### src/rtl/uart_tx_pkg.sv
package uart_tx_pkg;

   typedef struct packed {
      logic [1:0] len_code;
      logic       par_en;
      logic       par_odd;
      logic       stop2;
   } tx_fmt_t;

   // data bit count for a length code: widest minus three, plus code
   function automatic int unsigned data_bits_of(int unsigned data_w, logic [1:0] code);
      return data_w - 3 + {30'd0, code};
   endfunction

   // start + data + optional parity + one or two stops
   function automatic int unsigned frame_bits_of(int unsigned dbits, logic pe, logic s2);
      return dbits + 2 + {31'd0, pe} + {31'd0, s2};
   endfunction

endpackage

### src/rtl/uart_tx_store.sv
module uart_tx_store #(
   parameter int DATA_W = 8,
   parameter int DEPTH  = 16,
   parameter int PTR_W  = $clog2(DEPTH)
) (
   input  logic              clk,
   input  logic              rst,
   input  logic              wr_en,
   input  logic [DATA_W-1:0] wr_data,
   input  logic              fifo_mode,
   input  logic              pop,
   output logic [DATA_W-1:0] head,
   output logic              start,
   output logic              rd_wrap
);

   localparam logic [PTR_W-1:0] LAST = PTR_W'(DEPTH - 1);

   logic [DATA_W-1:0] hold_q;
   logic [DATA_W-1:0] slot_q [DEPTH];
   logic [PTR_W-1:0]  wptr_q, rptr_q;
   logic              wr_last, rd_last;

   assign wr_last = (wptr_q == LAST);
   assign rd_last = (rptr_q == LAST);
   assign start   = wr_en & (~fifo_mode | wr_last);
   assign rd_wrap = pop & fifo_mode & rd_last;
   assign head    = fifo_mode ? slot_q[rptr_q] : hold_q;

   // single holding register, emptied when its byte moves on
   always_ff @(posedge clk) begin
      if (rst)                    hold_q <= '0;
      else if (!fifo_mode && wr_en) hold_q <= wr_data;
      else if (!fifo_mode && pop)   hold_q <= '0;
   end

   // queue slots, each written at the write pointer and emptied at the read pointer
   for (genvar g = 0; g < DEPTH; g++) begin : g_slot
      always_ff @(posedge clk) begin
         if (rst)
            slot_q[g] <= '0;
         else if (fifo_mode && wr_en && wptr_q == PTR_W'(g))
            slot_q[g] <= wr_data;
         else if (fifo_mode && pop && rptr_q == PTR_W'(g))
            slot_q[g] <= '0;
      end
   end

   always_ff @(posedge clk) begin
      if (rst) begin
         wptr_q <= '0;
         rptr_q <= '0;
      end else begin
         if (fifo_mode && wr_en) wptr_q <= wr_last ? '0 : wptr_q + PTR_W'(1);
         if (fifo_mode && pop)   rptr_q <= rd_last ? '0 : rptr_q + PTR_W'(1);
      end
   end

   p_rd_wrap_to_zero_r9: assert property (@(posedge clk) disable iff (rst)
      rd_wrap |=> (rptr_q == '0));

   p_start_empties_wptr_r6: assert property (@(posedge clk) disable iff (rst)
      (start && fifo_mode) |=> (wptr_q == '0));

endmodule

### src/rtl/uart_tx_seq.sv
module uart_tx_seq #(
   parameter int DATA_W     = 8,
   parameter int DEPTH      = 16,
   parameter int MOVE_DELAY = 8,
   parameter int CNT_MAX    = 12,
   parameter int CNT_W      = $clog2(CNT_MAX + 1)
) (
   input  logic              clk,
   input  logic              rst,
   input  logic              tick,
   input  logic              wr_en,
   input  logic              start,
   input  logic              fifo_mode,
   input  logic [CNT_W-1:0]  dbits,
   input  logic [CNT_W-1:0]  flen,
   input  logic [DATA_W-1:0] head,
   input  logic              rd_wrap,
   output logic              pop,
   output logic              done,
   output logic [DATA_W-1:0] done_byte,
   output logic              thre,
   output logic              temt,
   output logic              irq
);

   localparam int SENT_W = $clog2(DEPTH + 1);

   logic              mv_q, sh_q;
   logic [CNT_W-1:0]  cnt_q, cnt_n, dly;
   logic [SENT_W-1:0] sent_q;
   logic [DATA_W-1:0] tsr_q;
   logic              thre_q, temt_q, irq_q;
   logic              active;

   assign active    = mv_q | sh_q;
   assign cnt_n     = cnt_q + CNT_W'(1);
   assign dly       = (mv_q && sh_q) ? dbits : CNT_W'(MOVE_DELAY);
   assign done      = tick & sh_q & (cnt_n == flen);
   assign pop       = tick & mv_q & ~done & (cnt_n == dly);
   assign done_byte = tsr_q;
   assign thre      = thre_q;
   assign temt      = temt_q;
   assign irq       = irq_q;

   always_ff @(posedge clk) begin
      if (rst) begin
         mv_q   <= 1'b0;
         sh_q   <= 1'b0;
         cnt_q  <= '0;
         sent_q <= '0;
         tsr_q  <= '0;
         thre_q <= 1'b1;
         temt_q <= 1'b1;
         irq_q  <= 1'b0;
      end else begin
         if (tick && active) begin
            if (done) begin
               cnt_q <= '0;
               tsr_q <= '0;
               irq_q <= 1'b0;
               if (fifo_mode && sent_q < SENT_W'(DEPTH)) begin
                  mv_q <= 1'b1;
               end else begin
                  sh_q   <= 1'b0;
                  sent_q <= '0;
                  if (thre_q) temt_q <= 1'b1;
               end
            end else if (pop) begin
               tsr_q  <= head;
               mv_q   <= 1'b0;
               sh_q   <= 1'b1;
               sent_q <= sent_q + SENT_W'(1);
               cnt_q  <= sh_q ? cnt_n : '0;
               if (!fifo_mode || rd_wrap) begin
                  thre_q <= 1'b1;
                  irq_q  <= 1'b1;
               end
            end else begin
               cnt_q <= cnt_n;
            end
         end else if (tick) begin
            cnt_q  <= '0;
            sent_q <= '0;
         end
         if (wr_en) begin
            thre_q <= 1'b0;
            temt_q <= 1'b0;
         end
         if (start) begin
            mv_q   <= 1'b1;
            sent_q <= '0;
         end
      end
   end

   p_temt_needs_thre_r11: assert property (@(posedge clk) disable iff (rst)
      temt_q |-> thre_q);

   p_irq_drops_on_done_r3: assert property (@(posedge clk) disable iff (rst)
      (done && !wr_en) |=> !irq_q);

   p_thre_on_move_r2: assert property (@(posedge clk) disable iff (rst)
      (pop && !fifo_mode && !wr_en) |=> thre_q);

   p_sent_bound_r7: assert property (@(posedge clk) disable iff (rst)
      sent_q <= SENT_W'(DEPTH));

   p_cnt_bound_r4: assert property (@(posedge clk) disable iff (rst)
      cnt_q <= CNT_W'(CNT_MAX));

   p_no_tick_no_move_r10: assert property (@(posedge clk) disable iff (rst)
      (!tick && !start) |=> ($stable(cnt_q) && $stable(sh_q) && $stable(mv_q)));

endmodule

### src/rtl/uart_tx_line.sv
module uart_tx_line #(
   parameter int DATA_W = 8,
   parameter int CNT_W  = 4
) (
   input  logic              clk,
   input  logic              rst,
   input  logic              tick,
   input  logic              load,
   input  logic [DATA_W-1:0] byte_in,
   input  logic [CNT_W-1:0]  dbits,
   input  logic [CNT_W-1:0]  flen,
   input  logic              par_en,
   input  logic              par_odd,
   output logic              txd
);

   localparam int FW    = DATA_W + 4;
   localparam int IDX_W = $clog2(FW);

   logic [FW-1:0]     frame, shreg_q;
   logic [DATA_W-1:0] mask;
   logic [IDX_W-1:0]  pidx;
   logic [CNT_W-1:0]  left_q;
   logic              par;

   always_comb begin
      mask = '0;
      for (int i = 0; i < DATA_W; i++)
         if (CNT_W'(i) < dbits) mask[i] = 1'b1;
      par   = (^(byte_in & mask)) ^ par_odd;
      pidx  = IDX_W'(dbits) + IDX_W'(1);
      frame = '1;
      frame[0] = 1'b0;
      for (int i = 0; i < DATA_W; i++)
         if (mask[i]) frame[i+1] = byte_in[i];
      if (par_en) frame[pidx] = par;
   end

   always_ff @(posedge clk) begin
      if (rst) begin
         shreg_q <= '1;
         left_q  <= '0;
      end else if (load) begin
         shreg_q <= frame;
         left_q  <= flen;
      end else if (tick && left_q != '0) begin
         shreg_q <= {1'b1, shreg_q[FW-1:1]};
         left_q  <= left_q - CNT_W'(1);
      end
   end

   assign txd = (left_q != '0) ? shreg_q[0] : 1'b1;

   p_load_sends_start_r5: assert property (@(posedge clk) disable iff (rst)
      load |=> !txd);

   p_left_bound_r4: assert property (@(posedge clk) disable iff (rst)
      left_q <= CNT_W'(FW));

endmodule

### src/rtl/uart_tx_engine.sv
module uart_tx_engine
   import uart_tx_pkg::*;
#(
   parameter int DATA_W     = 8,
   parameter int FIFO_DEPTH = 16,
   parameter int MOVE_DELAY = 8
) (
   input  logic              clk,
   input  logic              rst,
   input  logic              wr_en,
   input  logic [DATA_W-1:0] wr_data,
   input  logic              fifo_mode,
   input  logic [1:0]        data_len,
   input  logic              par_en,
   input  logic              par_odd,
   input  logic              stop2,
   input  logic              baud_tick,
   output logic              txd,
   output logic              thre,
   output logic              temt,
   output logic              tx_irq
);

   localparam int MAX_FRAME = DATA_W + 4;
   localparam int CNT_MAX   = (MAX_FRAME > MOVE_DELAY) ? MAX_FRAME : MOVE_DELAY;
   localparam int CNT_W     = $clog2(CNT_MAX + 1);
   localparam int PTR_W     = $clog2(FIFO_DEPTH);

   if (DATA_W < 5)      begin : g_bad_width $error("DATA_W must be at least 5"); end
   if (FIFO_DEPTH < 2)  begin : g_bad_depth $error("FIFO_DEPTH must be at least 2"); end
   if (MOVE_DELAY < 1)  begin : g_bad_delay $error("MOVE_DELAY must be at least 1"); end

   tx_fmt_t           fmt;
   logic [CNT_W-1:0]  dbits, flen;
   logic [DATA_W-1:0] head, done_byte;
   logic              start, rd_wrap, pop, done;

   assign fmt   = '{len_code: data_len, par_en: par_en, par_odd: par_odd, stop2: stop2};
   assign dbits = CNT_W'(data_bits_of(DATA_W, fmt.len_code));
   assign flen  = CNT_W'(frame_bits_of(data_bits_of(DATA_W, fmt.len_code), fmt.par_en, fmt.stop2));

   uart_tx_store #(.DATA_W(DATA_W), .DEPTH(FIFO_DEPTH), .PTR_W(PTR_W)) u_store (
      .clk(clk), .rst(rst), .wr_en(wr_en), .wr_data(wr_data), .fifo_mode(fifo_mode),
      .pop(pop), .head(head), .start(start), .rd_wrap(rd_wrap));

   uart_tx_seq #(.DATA_W(DATA_W), .DEPTH(FIFO_DEPTH), .MOVE_DELAY(MOVE_DELAY),
                 .CNT_MAX(CNT_MAX), .CNT_W(CNT_W)) u_seq (
      .clk(clk), .rst(rst), .tick(baud_tick), .wr_en(wr_en), .start(start),
      .fifo_mode(fifo_mode), .dbits(dbits), .flen(flen), .head(head), .rd_wrap(rd_wrap),
      .pop(pop), .done(done), .done_byte(done_byte), .thre(thre), .temt(temt), .irq(tx_irq));

   uart_tx_line #(.DATA_W(DATA_W), .CNT_W(CNT_W)) u_line (
      .clk(clk), .rst(rst), .tick(baud_tick), .load(done), .byte_in(done_byte),
      .dbits(dbits), .flen(flen), .par_en(fmt.par_en), .par_odd(fmt.par_odd), .txd(txd));

endmodule

### config.mk
export PLATFORM = sky130hd
export DESIGN_NAME = uart_tx_engine
export DESIGN_NICKNAME = d
export VERILOG_FILES = /design/src/rtl/uart_tx_pkg.sv /design/src/rtl/uart_tx_store.sv /design/src/rtl/uart_tx_seq.sv /design/src/rtl/uart_tx_line.sv /design/src/rtl/uart_tx_engine.sv
export SDC_FILE = /design/constraint.sdc
export NUM_CORES = 1
export LEC_CHECK = 0
export CORE_ASPECT_RATIO = 0.75
export CORE_MARGIN = 4
export CORE_UTILIZATION = 50
export CTS_BUF_LIST = sky130_fd_sc_hd__clkbuf_8
export CTS_CLUSTER_DIAMETER = 200
export CTS_CLUSTER_SIZE = 25
export DETAILED_ROUTE_END_ITERATION = 7
export PLACE_DENSITY = 0.7
export SYNTH_ARGS = -nofsm -noshare
export SYNTH_HDL_FRONTEND = slang
export SYNTH_SLANG_ARGS = --single-unit
### constraint.sdc
create_clock -name clk -period 9.81 [get_ports clk]
set_input_delay 2.943 -clock clk [delete_from_list [all_inputs] [get_ports clk]]
set_output_delay 2.943 -clock clk [all_outputs]
set_load 0.03 [all_outputs]
### After elaboration in Yosys (flattened, before gate mapping)

Memories as Yosys holds them, arrays and structs flattened. A register that Yosys moved wholly into a read port is not among the register bits.
Index checks and enable logic that the tools add are counted.
W data, S select, Z words.

* register bits: 54
* bits in writable memories: 128
* input port bits: 18
* output and inout bits: 4
* word-level logic and storage cells: 396
* memories kept: 1

* add/sub/neg operators: 10
* magnitude comparators: 11
* equality and inequality tests: 38
* muxes and demuxes: 210
* bitwise logic cells: 46
* reductions and logical operators: 67

Memory list
* u_store.slot_q: depth 16, width 8, read ports 1, clocked after memory_dff 1, wr ports 16, RTL line uart_tx_store.sv:20 `logic [DATA_W-1:0] slot_q [DEPTH];`

Operator list (count)
* $mux W8: 37
* $mux W1: 151
* $eq A4 B4 Y1 const B: 16
* $mux W4: 12
* $logic_and A1 B1 Y1: 41
* $mux W12: 3
* $or A1 B1 Y1: 34
* $eq A4 B3 Y1 const B: 8
* $mux W5: 5
* $reduce_bool A2 Y1: 11
* $add A4 B1 Y4 const B: 4
* $eq A4 B2 Y1 const B: 4
* $lt A3 B4 Y1 const A: 4
* $bwmux W12: 1
* $reduce_and A3 Y1: 4
* $add A4 B1 Y4: 2
* $and A1 B1 Y1: 8
* $and A8 B8 Y8: 1
* $eq A4 B1 Y1 const B: 2
* $eq A4 B4 Y1: 2
* $logic_not A4 Y1: 2
* $lt A1 B4 Y1 const A: 2
* $lt A2 B4 Y1 const A: 2
* $reduce_and A4 Y1: 2
* other kinds (20): 24

### Longest topological paths before layout

* word-level depth: 17
* gate-level depth with buffers: 12
* depth with buffers taken out: 10

### Hierarchy

A second synthesis with hierarchy kept.

* cell total of the unflattened synthesis: 794
* area, all modules: 9670.5 um^2

By module, submodules not included
* uart_tx_store: instances 1, cells each 492, area an instance 7038.0 um^2, seq. area each 4244.1 um^2
* uart_tx_seq: instances 1, cells each 141, area an instance 1311.3 um^2, seq. area each 440.4 um^2
* uart_tx_line: instances 1, cells each 145, area an instance 1203.7 um^2, seq. area each 320.3 um^2
* uart_tx_engine: instances 1, cells each 16, area an instance 117.6 um^2, seq. area each 0.0 um^2

### Least setup slack after synthesis

No wires, ideal clock.

* kind: input to register
* from: input par_en
* to: memory u_store.slot_q[1][0] (enable)
* setup time: 0.384 ns
* arrival: 5.320 ns
* required time: 9.426 ns
* slack: 4.106 ns
* stages: 11
* buffers on the path: 2
* path through: inv_1 > fa_1 > ha_1 > xnor2_1 > xnor2_1 > and2_1 > clkbuf_1 > nand2_4 > buf_4 > nand4_1 > o21ai_0

RTL lines
* start: declaration: RTL line uart_tx_engine.sv:14 `input logic par_en,`
* end: declaration: RTL line uart_tx_store.sv:20

==> impl_metrics.py <==
metrics = {
    "run_status": {
        "status": "finished clean",
    },
    "place": {
        "dp.cells": 1028,
        "io_buffers": 21,
        "gp_congestion": 0.905,
        "dp_hpwl_um": 15900,
    },
    "final_layout": {
        "drive_gt1_frac": 0.0984,
        "n_antenna_cell": 0,
        "fin_cells": 1060,
        "fin_nets": 839,
        "area_growth_pct": 7.22,
    },
    "clock_tree": {
        "post_cts_buffers": 0,
        "cts_tree": "done",
        "cts-root-buf": "clkbuf_8",
        "clkLatencyLatePin_ns": 0.47,
        "htree_levels": 4,
        "clk_pin_slew_ns": 0.09,
        "clock_path_buffers": 2,
        "cts_buffers": 17,
        "cts_resized": 0,
        "numClockSinks": 186,
        "cts_hold_buf": 0,
    },
    "global_route": {
        "gr-total-overflow": 0,
        "grt_pass1_wl_um": 34800,
        "grt_max_degree": 71,
        "grt_usage": 0.216,
        "grt_pass1_vias": 6177,
        "antenna_found_initial": 0,
    },
    "synthesis": {
        "synth.area.top_cells": "edfxtp_1, dfxtp_1, and2_1",
        "synth_common_cells": "and2_1, edfxtp_1, dfxtp_1",
        "yosysWarnings": 0,
        "synth_seq_cells": 186,
        "synth_cell_type_count": 67,
        "yosysMostFrequentCell": "and2_1",
        "synth_top_area_frac": 0.407,
        "synthArstFlopShare": 0,
        "yosysTopAreaCell": "edfxtp_1",
        "synth_area_per_cell_um2": 11.7,
        "synth_edf_count": 128,
        "synth_fp_nets": 844,
        "synth_top_flop_cell": "edfxtp_1",
        "seq_area_frac_synth": 0.530,
        "postSynthCellCount": 805,
        "syn-cell-area_um2": 9440,
    },
    "routing": {
        "ant_nets": 0,
        "route.detailed.drc": 0,
        "drt_first_pass_iters": 5,
        "drt-initial-drc-count": 666,
        "vias_per_cell": 6.02,
        "routed_wl_um": 22700,
        "dr_total_vias": 6381,
        "drt-wirelength-per-cell_um": 21.4,
    },
    "setup_path": {
        "crit_family": "compound AO/OA/AOI/OAI gates",
        "slowest_stage": "o21ai_0",
        "path_common_cell": "xnor2_1",
        "path_buf_inv": 2,
        "worstPathCellList": "clkdlybuf4s50_1, inv_1, fa_1, ha_1, xnor2_1, xnor2_1, and2_1, nand2_4, nand4_1, o21ai_0",
        "crit_path_end_kind": "register",
        "max_stage_delay_ns": 1.03,
        "crit_type": "primary input to register",
        "required_ns": 9.89,
        "arrival_ns": 6.82,
        "worstPathMaxFanout": 27,
        "cp-start-kind": "primary input",
    },
    "floorplan": {
        "rows": 43,
        "die_x_um": 167,
        "dieArea_um2": 21200,
        "core_um2": 18500,
        "io_pins": 22,
        "fp.dieH_um": 127,
        "start_util": 0.510,
    },
    "pwr": {
        "cellPowerDensity_nw_per_um2": 158,
        "p_leak_uw": 0.00355,
        "ir_worst_vdd_mv": 0.0901,
    },
    "hold_path": {
        "hp-class": "register to register",
    },
    "sta": {
        "setup_viol": 0,
        "tightest_slew_ns": 1.30,
        "hold_viol_final": 0,
        "min_period_ns": 6.74,
        "finalSetupTns_ns": 0,
        "rsz0062_at_grt": "false",
        "slew_viol_final": 0,
        "skew_ns": 0.0146,
        "relSlewSlack": 0.129,
        "finalCritPeriodShare": 0.687,
        "fmax_ghz": 0.148,
    },
    "flow_run": {
        "maxCapViolCount": 0,
    },
}
final timing paths:
path                          start  depth (start not counted)  slack, ns                   end
hold reg to reg   u_store.hold_q[3]                          2       0.48     u_store.hold_q[3]
setup reg to reg     u_seq.cnt_q[0]                          8       6.09  u_store.slot_q[1][7]
setup / recovery             par_en                         10       3.07  u_store.slot_q[1][7]
hold / removal    u_store.hold_q[3]                          2       0.48     u_store.hold_q[3]
layout make-up:
class / instances / area [µm²]
Clock buffer: 17 / 234
Timing Repair Buffer: 24 / 228
Fill cell: 1552 / 8390
Clock inverter: 15 / 128
Inverter: 20 / 75.1
Multi-Input combinational cell: 551 / 4140
Tap cell: 247 / 309
Sequential cell: 186 / 5010
cell families (layout without fill, tap and decap cells):
kind of cell               count (synthesis)  after routing  share of synthesized area
AOI/OAI and AO/OA                        137            137                     0.0901
xor gates and xnor gates                  22             22                     0.0254
adders and majority gates                 21             21                     0.0286
buffers and inverters                     68             76                     0.0310
DFF                                      186            186                      0.530
muxes                                     61             61                      0.109
and+or+nand+nor                          310            310                      0.186
per-layer routing:
metal  vias to the layer above  wire length (µm)  global-route usage
li1                       2921                 -                   -
met1                      3122              9940               0.304
met2                       292             10200               0.329
met3                        46              2010              0.0588
met4                         0               525              0.0731
met5                         -                 0                   0
per-stage QoR:
stage / area (µm²) / hold slack (ns) / total power (µW) / util / setup slack (ns)
floorplan: 9440 / 0.450 / 1070 / - / 4.11
global placement: 9760 / 0.461 / 1140 / 0.527 / 2.81
detailed placement: 9760 / 0.470 / 1140 / 0.527 / 2.62
CTS: 10100 / 0.484 / 1610 / 0.547 / 3.12
global route: 10100 / 0.499 / 1670 / 0.547 / 2.77
finish: 10100 / 0.483 / 1600 / 0.547 / 3.07
power breakdown:
part,leakage (µW),internal (µW),total (µW),switching [µW]
Sequential,0.00180,883,908,25.4
Clock,0.000191,201,477,276
Combinational,0.00156,87.0,218,132
registers in the layout, summed over array words and instances (netlist names), named ones only:
register         flops
u_line.left_q        4
u_seq.sent_q         5
u_store.slot_q     128
u_seq.irq            1
u_seq.mv_q           1
u_store.hold_q       8
u_seq.thre           1
u_seq.temt           1
u_seq.done_byte      8
u_store.rptr_q       4
u_line.shreg_q      12
u_seq.sh_q           1
u_store.wptr_q       4
u_seq.cnt_q          4
cells in the final DEF (no fill, tap or decap), types with 8 or more instances in the layout:
cell | netlist | routed
a211oi_1 | 11 | 11
a21oi_1 | 46 | 46
a31oi_1 | 11 | 11
and2_1 | 136 | 136
clkbuf_8 | 0 | 17
clkdlybuf4s50_1 | 0 | 20
dfxtp_1 | 58 | 57
edfxtp_1 | 128 | 128
ha_1 | 20 | 20
inv_1 | 20 | 23
mux2i_1 | 27 | 27
mux4_2 | 32 | 32
nand2_1 | 43 | 43
nand2b_1 | 20 | 20
nand3_1 | 17 | 17
nor2_1 | 43 | 43
nor2b_1 | 8 | 8
nor3_1 | 8 | 8
o21ai_0 | 29 | 29
o22ai_1 | 8 | 8
xnor2_1 | 15 | 15
tightest hold or removal path, stage by stage (launching register included):
cell and delay, ns:
dfxtp_1 0.32, nand2b_1 0.06, o21ai_0 0.06
No activity file was read; power rests on OpenSTA's default activity.
